## src/rtl/sst_pkg.sv

```systemverilog
// Shared word width and the type of a queued transmit word.
package sst_pkg;
    localparam int SST_DATA_W = 8;
    localparam int SST_CNT_W  = $clog2(SST_DATA_W + 1);

    // One word as captured at write time: frame length select, ninth bit, data.
    typedef struct packed {
        logic                  nine;
        logic                  ninth;
        logic [SST_DATA_W-1:0] data;
    } sst_word_t;
endpackage

```

## src/rtl/sst_edge_sync.sv

```systemverilog
// Synchronises the external bit clock into the system clock domain and
// flags its falling edges with a one-cycle pulse.
// Assumes ext high and low times span several system clock periods.
// Flops reset to 1 (idle high), so reset never produces a false edge.
module sst_edge_sync #(
    parameter int STAGES = 2
) (
    input  logic clk,
    input  logic rst_n,
    input  logic async_i,
    output logic fall_o
);
    logic [STAGES-1:0] sync_q;
    logic              prev_q;

    // Shift the async input through the synchroniser chain.
    always_ff @(posedge clk) begin
        if (!rst_n) sync_q <= '1;
        else        sync_q <= {sync_q[STAGES-2:0], async_i};
    end

    // Remember the last synchronised level for edge detection.
    always_ff @(posedge clk) begin
        if (!rst_n) prev_q <= 1'b1;
        else        prev_q <= sync_q[STAGES-1];
    end

    assign fall_o = prev_q & ~sync_q[STAGES-1];
endmodule

```

## src/rtl/sst_hold_reg.sv

```systemverilog
// One-word holding register in front of the shift register.
// When a push and a pop arrive together, the pushed word replaces the
// popped one and the register stays full. A clear overrides both.
module sst_hold_reg
    import sst_pkg::*;
(
    input  logic      clk,
    input  logic      rst_n,
    input  logic      clear,
    input  logic      push,
    input  logic      pop,
    input  sst_word_t din,
    output sst_word_t dout,
    output logic      full
);
    sst_word_t word_q;
    logic      full_q;

    // Track occupancy and capture pushed words.
    always_ff @(posedge clk) begin
        if (!rst_n) begin
            word_q <= '0;
            full_q <= 1'b0;
        end else if (clear) begin
            full_q <= 1'b0;
        end else if (push) begin
            word_q <= din;
            full_q <= 1'b1;
        end else if (pop) begin
            full_q <= 1'b0;
        end
    end

    assign dout = word_q;
    assign full = full_q;
endmodule

```

## src/rtl/sst_shifter.sv

```systemverilog
// Shift register driven by external falling edges, sending LSB first.
// Bit 0 sits on the pin as soon as a word loads. Each falling edge moves
// one bit on. The falling edge that follows the last bit (8 or 9) ends
// the frame. The pin idles high while the register is empty.
module sst_shifter
    import sst_pkg::*;
(
    input  logic      clk,
    input  logic      rst_n,
    input  logic      clear,
    input  logic      load,
    input  sst_word_t word,
    input  logic      fall,
    output logic      data_o,
    output logic      empty,
    output logic      last_fall
);
    logic [SST_DATA_W:0]  sreg_q;
    logic [SST_CNT_W-1:0] cnt_q;
    logic                 nine_q;
    logic                 empty_q;
    logic                 at_last;

    // The count sits on the final bit of the current frame length.
    assign at_last   = nine_q ? (cnt_q == SST_CNT_W'(SST_DATA_W))
                              : (cnt_q == SST_CNT_W'(SST_DATA_W - 1));
    assign last_fall = fall & ~empty_q & at_last;

    // Load, shift and end frames.
    always_ff @(posedge clk) begin
        if (!rst_n) begin
            sreg_q  <= '0;
            cnt_q   <= '0;
            nine_q  <= 1'b0;
            empty_q <= 1'b1;
        end else if (clear) begin
            empty_q <= 1'b1;
        end else if (load) begin
            sreg_q  <= {word.ninth, word.data};
            cnt_q   <= '0;
            nine_q  <= word.nine;
            empty_q <= 1'b0;
        end else if (last_fall) begin
            empty_q <= 1'b1;
        end else if (fall && !empty_q) begin
            sreg_q <= {1'b0, sreg_q[SST_DATA_W:1]};
            cnt_q  <= cnt_q + 1'b1;
        end
    end

    assign data_o = empty_q ? 1'b1 : sreg_q[0];
    assign empty  = empty_q;
endmodule

```

## src/rtl/sync_slave_tx.sv

```systemverilog
// Externally clocked synchronous serial transmitter.
// Works out whether the block is active, routes host writes to the
// shift or holding register, and hands parked words over at frame end.
// Assumes wr_valid is a one-cycle strobe in the clk domain.
module sync_slave_tx
    import sst_pkg::*;
#(
    parameter int SYNC_STAGES = 2
) (
    input  logic                  clk,
    input  logic                  rst_n,
    input  logic                  port_en,
    input  logic                  sync_mode,
    input  logic                  clk_master,
    input  logic                  rx_cont_en,
    input  logic                  rx_single_en,
    input  logic                  tx_en,
    input  logic                  nine_bit,
    input  logic                  ninth_bit,
    input  logic                  irq_en,
    input  logic                  wr_valid,
    input  logic [SST_DATA_W-1:0] wr_data,
    input  logic                  ext_clk,
    output logic                  data_o,
    output logic                  buf_empty,
    output logic                  shift_empty,
    output logic                  irq
);
    logic      active, fall, last_fall, sh_empty, sh_free;
    logic      hold_full, wr_ok, load_wr, load_hold, hold_push;
    sst_word_t wr_word, hold_word, load_word;

    assign active = port_en & sync_mode & ~clk_master
                  & ~rx_cont_en & ~rx_single_en & tx_en;

    sst_edge_sync #(.STAGES(SYNC_STAGES)) u_sync (
        .clk(clk), .rst_n(rst_n), .async_i(ext_clk), .fall_o(fall)
    );

    // Steering: a freeing shifter takes the parked word first, else the write.
    assign wr_ok     = active & wr_valid;
    assign wr_word   = '{nine: nine_bit, ninth: ninth_bit, data: wr_data};
    assign sh_free   = sh_empty | last_fall;
    assign load_hold = active & sh_free & hold_full;
    assign load_wr   = sh_free & ~hold_full & wr_ok;
    assign hold_push = wr_ok & ~load_wr & (~hold_full | load_hold);
    assign load_word = load_hold ? hold_word : wr_word;

    sst_hold_reg u_hold (
        .clk(clk), .rst_n(rst_n), .clear(~active), .push(hold_push),
        .pop(load_hold), .din(wr_word), .dout(hold_word), .full(hold_full)
    );

    sst_shifter u_shift (
        .clk(clk), .rst_n(rst_n), .clear(~active),
        .load(load_hold | load_wr), .word(load_word), .fall(fall),
        .data_o(data_o), .empty(sh_empty), .last_fall(last_fall)
    );

    assign buf_empty   = ~hold_full;
    assign shift_empty = sh_empty;
    assign irq         = ~hold_full & irq_en;
endmodule

```

## config.mk

```make
export PLATFORM = sky130hd
export DESIGN_NAME = sync_slave_tx
export DESIGN_NICKNAME = d
export VERILOG_FILES = /design/src/rtl/sst_pkg.sv /design/src/rtl/sst_edge_sync.sv /design/src/rtl/sst_hold_reg.sv /design/src/rtl/sst_shifter.sv /design/src/rtl/sync_slave_tx.sv
export SDC_FILE = /design/constraint.sdc
export NUM_CORES = 1
export LEC_CHECK = 0
export BUFFER_PORTS_ARGS = -buffer_cell sky130_fd_sc_hd__buf_2
export CORE_MARGIN = 2
export CORE_UTILIZATION = 56
export DETAILED_ROUTE_END_ITERATION = 7
export PLACE_DENSITY_LB_ADDON = 0.15
export SYNTH_ARGS = -nofsm -noshare
export SYNTH_HDL_FRONTEND = slang
export SYNTH_HIERARCHICAL = 1
export SYNTH_SLANG_ARGS = --single-unit
```

## constraint.sdc

```tcl
create_clock -name clk -period 3.1 [get_ports clk]
set_clock_uncertainty 0.1 [all_clocks]
set_input_delay 0.62 -clock clk [delete_from_list [all_inputs] [get_ports clk]]
set_output_delay 0.62 -clock clk [all_outputs]
set_load 0.02 [all_outputs]
```

Word-level counts from Yosys, hierarchy flattened
Cells that the tools add are included.
W data, S select, Z words.

cells by class
  $add $sub $neg = 1
  equality and inequality tests = 3
  multiplexer cells = 13
  bitwise operators = 26
  reductions and logical operators = 9

operator list
  cell                   count
  $mux W9                3
  $and A1 B1 Y1          16
  $mux W4                3
  $mux W10               1
  $not A1 Y1             7
  $mux W1                6
  $reduce_and A2 Y1      3
  $reduce_bool A2 Y1     3
  $add A4 B1 Y4 const B  1
  $eq A4 B3 Y1 const B   1
  $eq A4 B4 Y1 const B   1
  $or A1 B1 Y1           3
  $reduce_and A3 Y1      1
  $ne A2 B1 Y1 const B   1
  $logic_and A1 B1 Y1    1
  $logic_not A1 Y1       1

word-level totals
  flip-flop bits (word level) = 29
  input port bits = 21
  output and inout port bits = 4
  word-level logic and storage cells = 62

Longest topological paths before layout
  word-level depth = 11
  mapped depth = 10
  depth with buffers taken out = 9

Hierarchy
Netlist, hierarchy kept.

modules (own cells, without submodules)
  module         instances  cells each  area each (um^2)  sequential area each (um^2)
  sst_shifter    1          86          832.0             300.3
  sst_hold_reg   1          48          450.4             220.2
  sync_slave_tx  1          23          244.0             0.0
  sst_edge_sync  1          7           85.1              60.1

Least setup slack after synthesis
No wires, ideal clock.

  path type = flip-flop to flip-flop
  start = register u_shift.cnt_q[0]
  end = register u_shift.sreg_q[4]
  library setup time = 119 ps
  data arrival time = 2,331 ps
  data required time = 2,881 ps
  setup slack = 550 ps
  cell stages (with the launch flop) = 10
  buffers on the path = 1
  period minus slack after synthesis = 2,550 ps
  cells stage by stage = dfxtp_1 -> nor4b_4 -> a22oi_2 -> nor3_1 -> o21a_1 -> nand4_2 -> buf_6 -> mux2_4 -> a211o_1 -> o221a_2

RTL lines
  element                 RTL line           source
  from (decl)             sst_shifter.sv:19  logic [SST_CNT_W-1:0] cnt_q;
  from (signal assigned)  sst_shifter.sv:47  cnt_q <= cnt_q + 1'b1;
  to (signal assigned)    sst_shifter.sv:39  sreg_q <= {word.ninth, word.data};
  to (signal assigned)    sst_shifter.sv:46  sreg_q <= {1'b0, sreg_q[SST_DATA_W:1]};
  to (decl)               sst_shifter.sv:18  logic [SST_DATA_W:0] sreg_q;

==> impl_metrics.ini <==
[placed_design]
dp_hpwl_mm = 2.26
port_buffers = 24
place.gp.congestion = 0.768

[power_and_ir_drop]
power.switching_w = 0.000154
clock_power_share_pct = 43.4
max-vdd-ir-drop_uv = 359
total_power_w = 0.000745
power.share.combinational_pct = 6.4
p_leak_nw = 0.790
sequentialPowerShare_pct = 50.2
power_switching_share_pct = 20.7
pwr_density_cell_nw_per_um2 = 407
intPower_w = 0.000591

[status]
status = finished, final reports clean

[worst_setup_path]
critPathMaxFanout = 9
critical_path.reg2reg.startpoint = u_shift/cnt_q[0]
r2r_endpoint = u_shift/sreg_q[6]
worstPathCellList = nor4b_4, a22oi_2, nor3_1, o21a_1, nand4_2, mux2_4, a211o_1, o221a_2
timing.critical_path.to_type = flip-flop
cp_slowest_cell = mux2_4
critical_path.max_stage_delay_ns = 0.42
crit_type = flip-flop to flip-flop
cp-startpoint = u_shift/cnt_q[0]
worstRegToRegCells = 8
cp.required_ns = 3.23
crit_start_category = flip-flop
rrSetupSlack_ns = 0.26
worst_ep_arrival_time_ns = 2.97
cp-endpoint = u_shift/sreg_q[6]

[detailed_routing]
drt_first_iter_violations = 45
drc_errors = 0
dr_total_vias = 1297
ant_nets = 0
routed_wl_mm = 3.14
routed_wl_per_cell_um = 14.1
drt-pass1-iter-count = 4
avgViaCountPerCell = 5.84

[cts]
cts_made_buffers = 5
cts_tree = yes
postCtsSetupRepairBufs = 0
clock_tree.root_cell = clkbuf_4
htree_num_levels = 2
ctsResizeCount = 0
clock_sink_count = 29
clock_path_buffers = 2
clock_latency_ns = 0.33
postCtsHoldBufs = 0
worst_setup_hold_path_clk_slew_ns = 0.09

[yosys]
synthesized_netlist_net_count = 186
yosysTopAreaCell = dfxtp_1
post_synthesis_sequential_element_count = 29
post-synth-top-area-fraction_pct = 36.0
synth_cell_type_count = 39
syn_avg_cell_area_um2 = 9.83
most_frequently_used_cell_type_in_the_post_synthesis_netlist = dfxtp_1
ys.flop_type = dfxtp_1
asr_flop_ratio_synth_pct = 0
synthesis.area_um2 = 1610
synth_top_cells_by_count = dfxtp_1 (29), nand2_1 (24), nor2b_1 (13)
yosysSeqAreaShare_pct = 36.0
number_of_enable_flip_flop_cells_after_synthesis = 0
netlist_top_cells_area = dfxtp_1 (36%), mux2_4 (8.4%), mux2i_1 (6.8%)
synth_warnings = 6
postSynthCellCount = 164

[global_routing]
grt_first_pass_wirelength_mm = 5.23
globalRoute.busiestLayer = met2
first_global_vias = 1181
global_routing_usage_summed_across_all_routing_layers_pct = 20.5
global_route.usage.met2_pct = 33.4
grt_start_max_net_pins = 43
grt_overflow = 0
grtUsageMet1_pct = 25.4
groute.layer.met3.usage_pct = 6.70
initial_antenna_violation_count = 0

[timing]
worst_slew_pin_slew_ns = 0.666
fmax_mhz = 352
number_of_setup_violations_in_the_final_report = 0
grt_setup_unrepaired = no
drv_slew = 0
final.period_utilization_pct = 91.7
hold_violations = 0
setup_total_negative_slack_ns = 0
relSlewSlack_pct = 55.6
final.min_clock_period_ns = 2.84

[floorplan]
row_count = 19
initial_standard_cell_utilization_of_the_core_pct = 58.9
die_area_um2 = 3320
die_y_um = 57.6
core_area_um2 = 2730
die_boundary_width_um = 57.6
num_io_pins = 25

[layout]
synth_to_layout_area_growth_pct = 13.5
final_layout_size_suffix_gt1_share_pct = 34.0
post_layout_nets = 212
num-fill-cells = 228
antenna-diode-count = 0

[worst_hold_path]
kind_of_path_behind_the_tightest_hold_check = flip-flop to flip-flop

[job]
cap_viol_max_count = 0
## worst max-delay path, delay by kind of cell (launching register included)
kind	cells	cell delay, ns
muxes	1	0.42
and+or+nand+nor	3	0.95
DFF	1	0.38
AOI/OAI and AO/OA	4	0.87
## power by group through the flow
stage / combinational [W] / clock, W / sequential (W)
after floorplan: 0.0000272 / 0 / 0.000383
after global placement: 0.0000459 / 0 / 0.000383
after detailed placement: 0.0000474 / 0 / 0.000383
after CTS: 0.0000477 / 0.000331 / 0.000374
after global routing: 0.0000516 / 0.000351 / 0.000374
final: 0.0000476 / 0.000323 / 0.000374
## state kept, by name, summed over array words and instances, names as in the netlist
register / flops
u_hold/dout: 10
u_shift/sreg_q: 9
u_shift/cnt_q: 4
u_sync/sync_q: 2
u_hold/full: 1
u_shift/empty: 1
u_shift/nine_q: 1
u_sync/prev_q: 1
## stage by stage
stage | hold WS (ns) | std cells | setup WS, ns | utilization (%) | instance area, µm²
floorplan | 0.286 | 164 | 0.550 | - | 1610
global placement | 0.292 | 214 | 0.355 | 63.8 | 1740
global route | 0.345 | 222 | 0.0749 | 66.9 | 1830
detailed placement | 0.300 | 214 | 0.295 | 63.8 | 1740
finish | 0.322 | 222 | 0.258 | 66.9 | 1830
CTS | 0.325 | 222 | 0.237 | 66.9 | 1830
## worst min-delay path by stage
stage | startpoint | to | slack, ns | cells after the start
finish | u_sync/sync_q[0] | u_sync/sync_q[1] | 0.32 | 1
global route | u_sync/sync_q[0] | u_sync/sync_q[1] | 0.34 | 1
CTS | u_sync/sync_q[0] | u_sync/sync_q[1] | 0.33 | 1
detailed placement | u_sync/sync_q[0] | u_sync/sync_q[1] | 0.30 | 1
global placement | u_sync/sync_q[0] | u_sync/sync_q[1] | 0.29 | 1
floorplan | u_sync/sync_q[0] | u_sync/sync_q[1] | 0.29 | 1
## cells in the final DEF (no fill, tap or decap), types with 2 or more instances in the layout
cell | synthesis | final
nor2b_1 | 13 | 13
o21ai_0 | 5 | 5
mux2_2 | 2 | 2
o221a_2 | 8 | 8
a31oi_1 | 2 | 2
nor3_1 | 3 | 3
inv_1 | 4 | 4
or2_2 | 2 | 2
nand2b_1 | 4 | 4
mux2_4 | 9 | 9
o22ai_1 | 2 | 2
dfxtp_1 | 29 | 29
a211o_1 | 8 | 8
nor2_1 | 4 | 4
nand2_1 | 24 | 24
nor4b_4 | 2 | 2
and3_1 | 2 | 2
buf_4 | 0 | 5
mux2i_1 | 11 | 11
buf_2 | 3 | 24
nand3_1 | 4 | 4
clkbuf_4 | 0 | 5
## per-layer routing
layer	up-vias	share of wire (%)
li1	646	-
met1	620	44
met4	0	0.61
met2	29	51
met3	2	4.7
met5	-	0
## final cells by class
cell class                      instances  area (µm²)  area share [%]
Timing Repair Buffer                   29         158            8.62
Sequential cell                        29         581            31.7
Clock buffer                            7        55.1            3.01
Tap cell                               31        38.8            2.12
Inverter                                4        15.0           0.821
Clock inverter                          1        30.0            1.64
Multi-Input combinational cell        121         952            52.1
## kinds of logic (layout without fill, tap and decap cells)
kind of cell	Yosys count	after routing	share of synthesized area, %
multiplexers	22	22	16.6
AO/OA/AOI/OAI	32	32	17.6
AND/OR/NAND/NOR	66	66	24.1
adder cells (fa/ha/maj)	1	1	0.776
buffers and inverters	14	41	4.89
flip-flops	29	29	36.0
No activity file was read; power rests on OpenSTA's default activity.
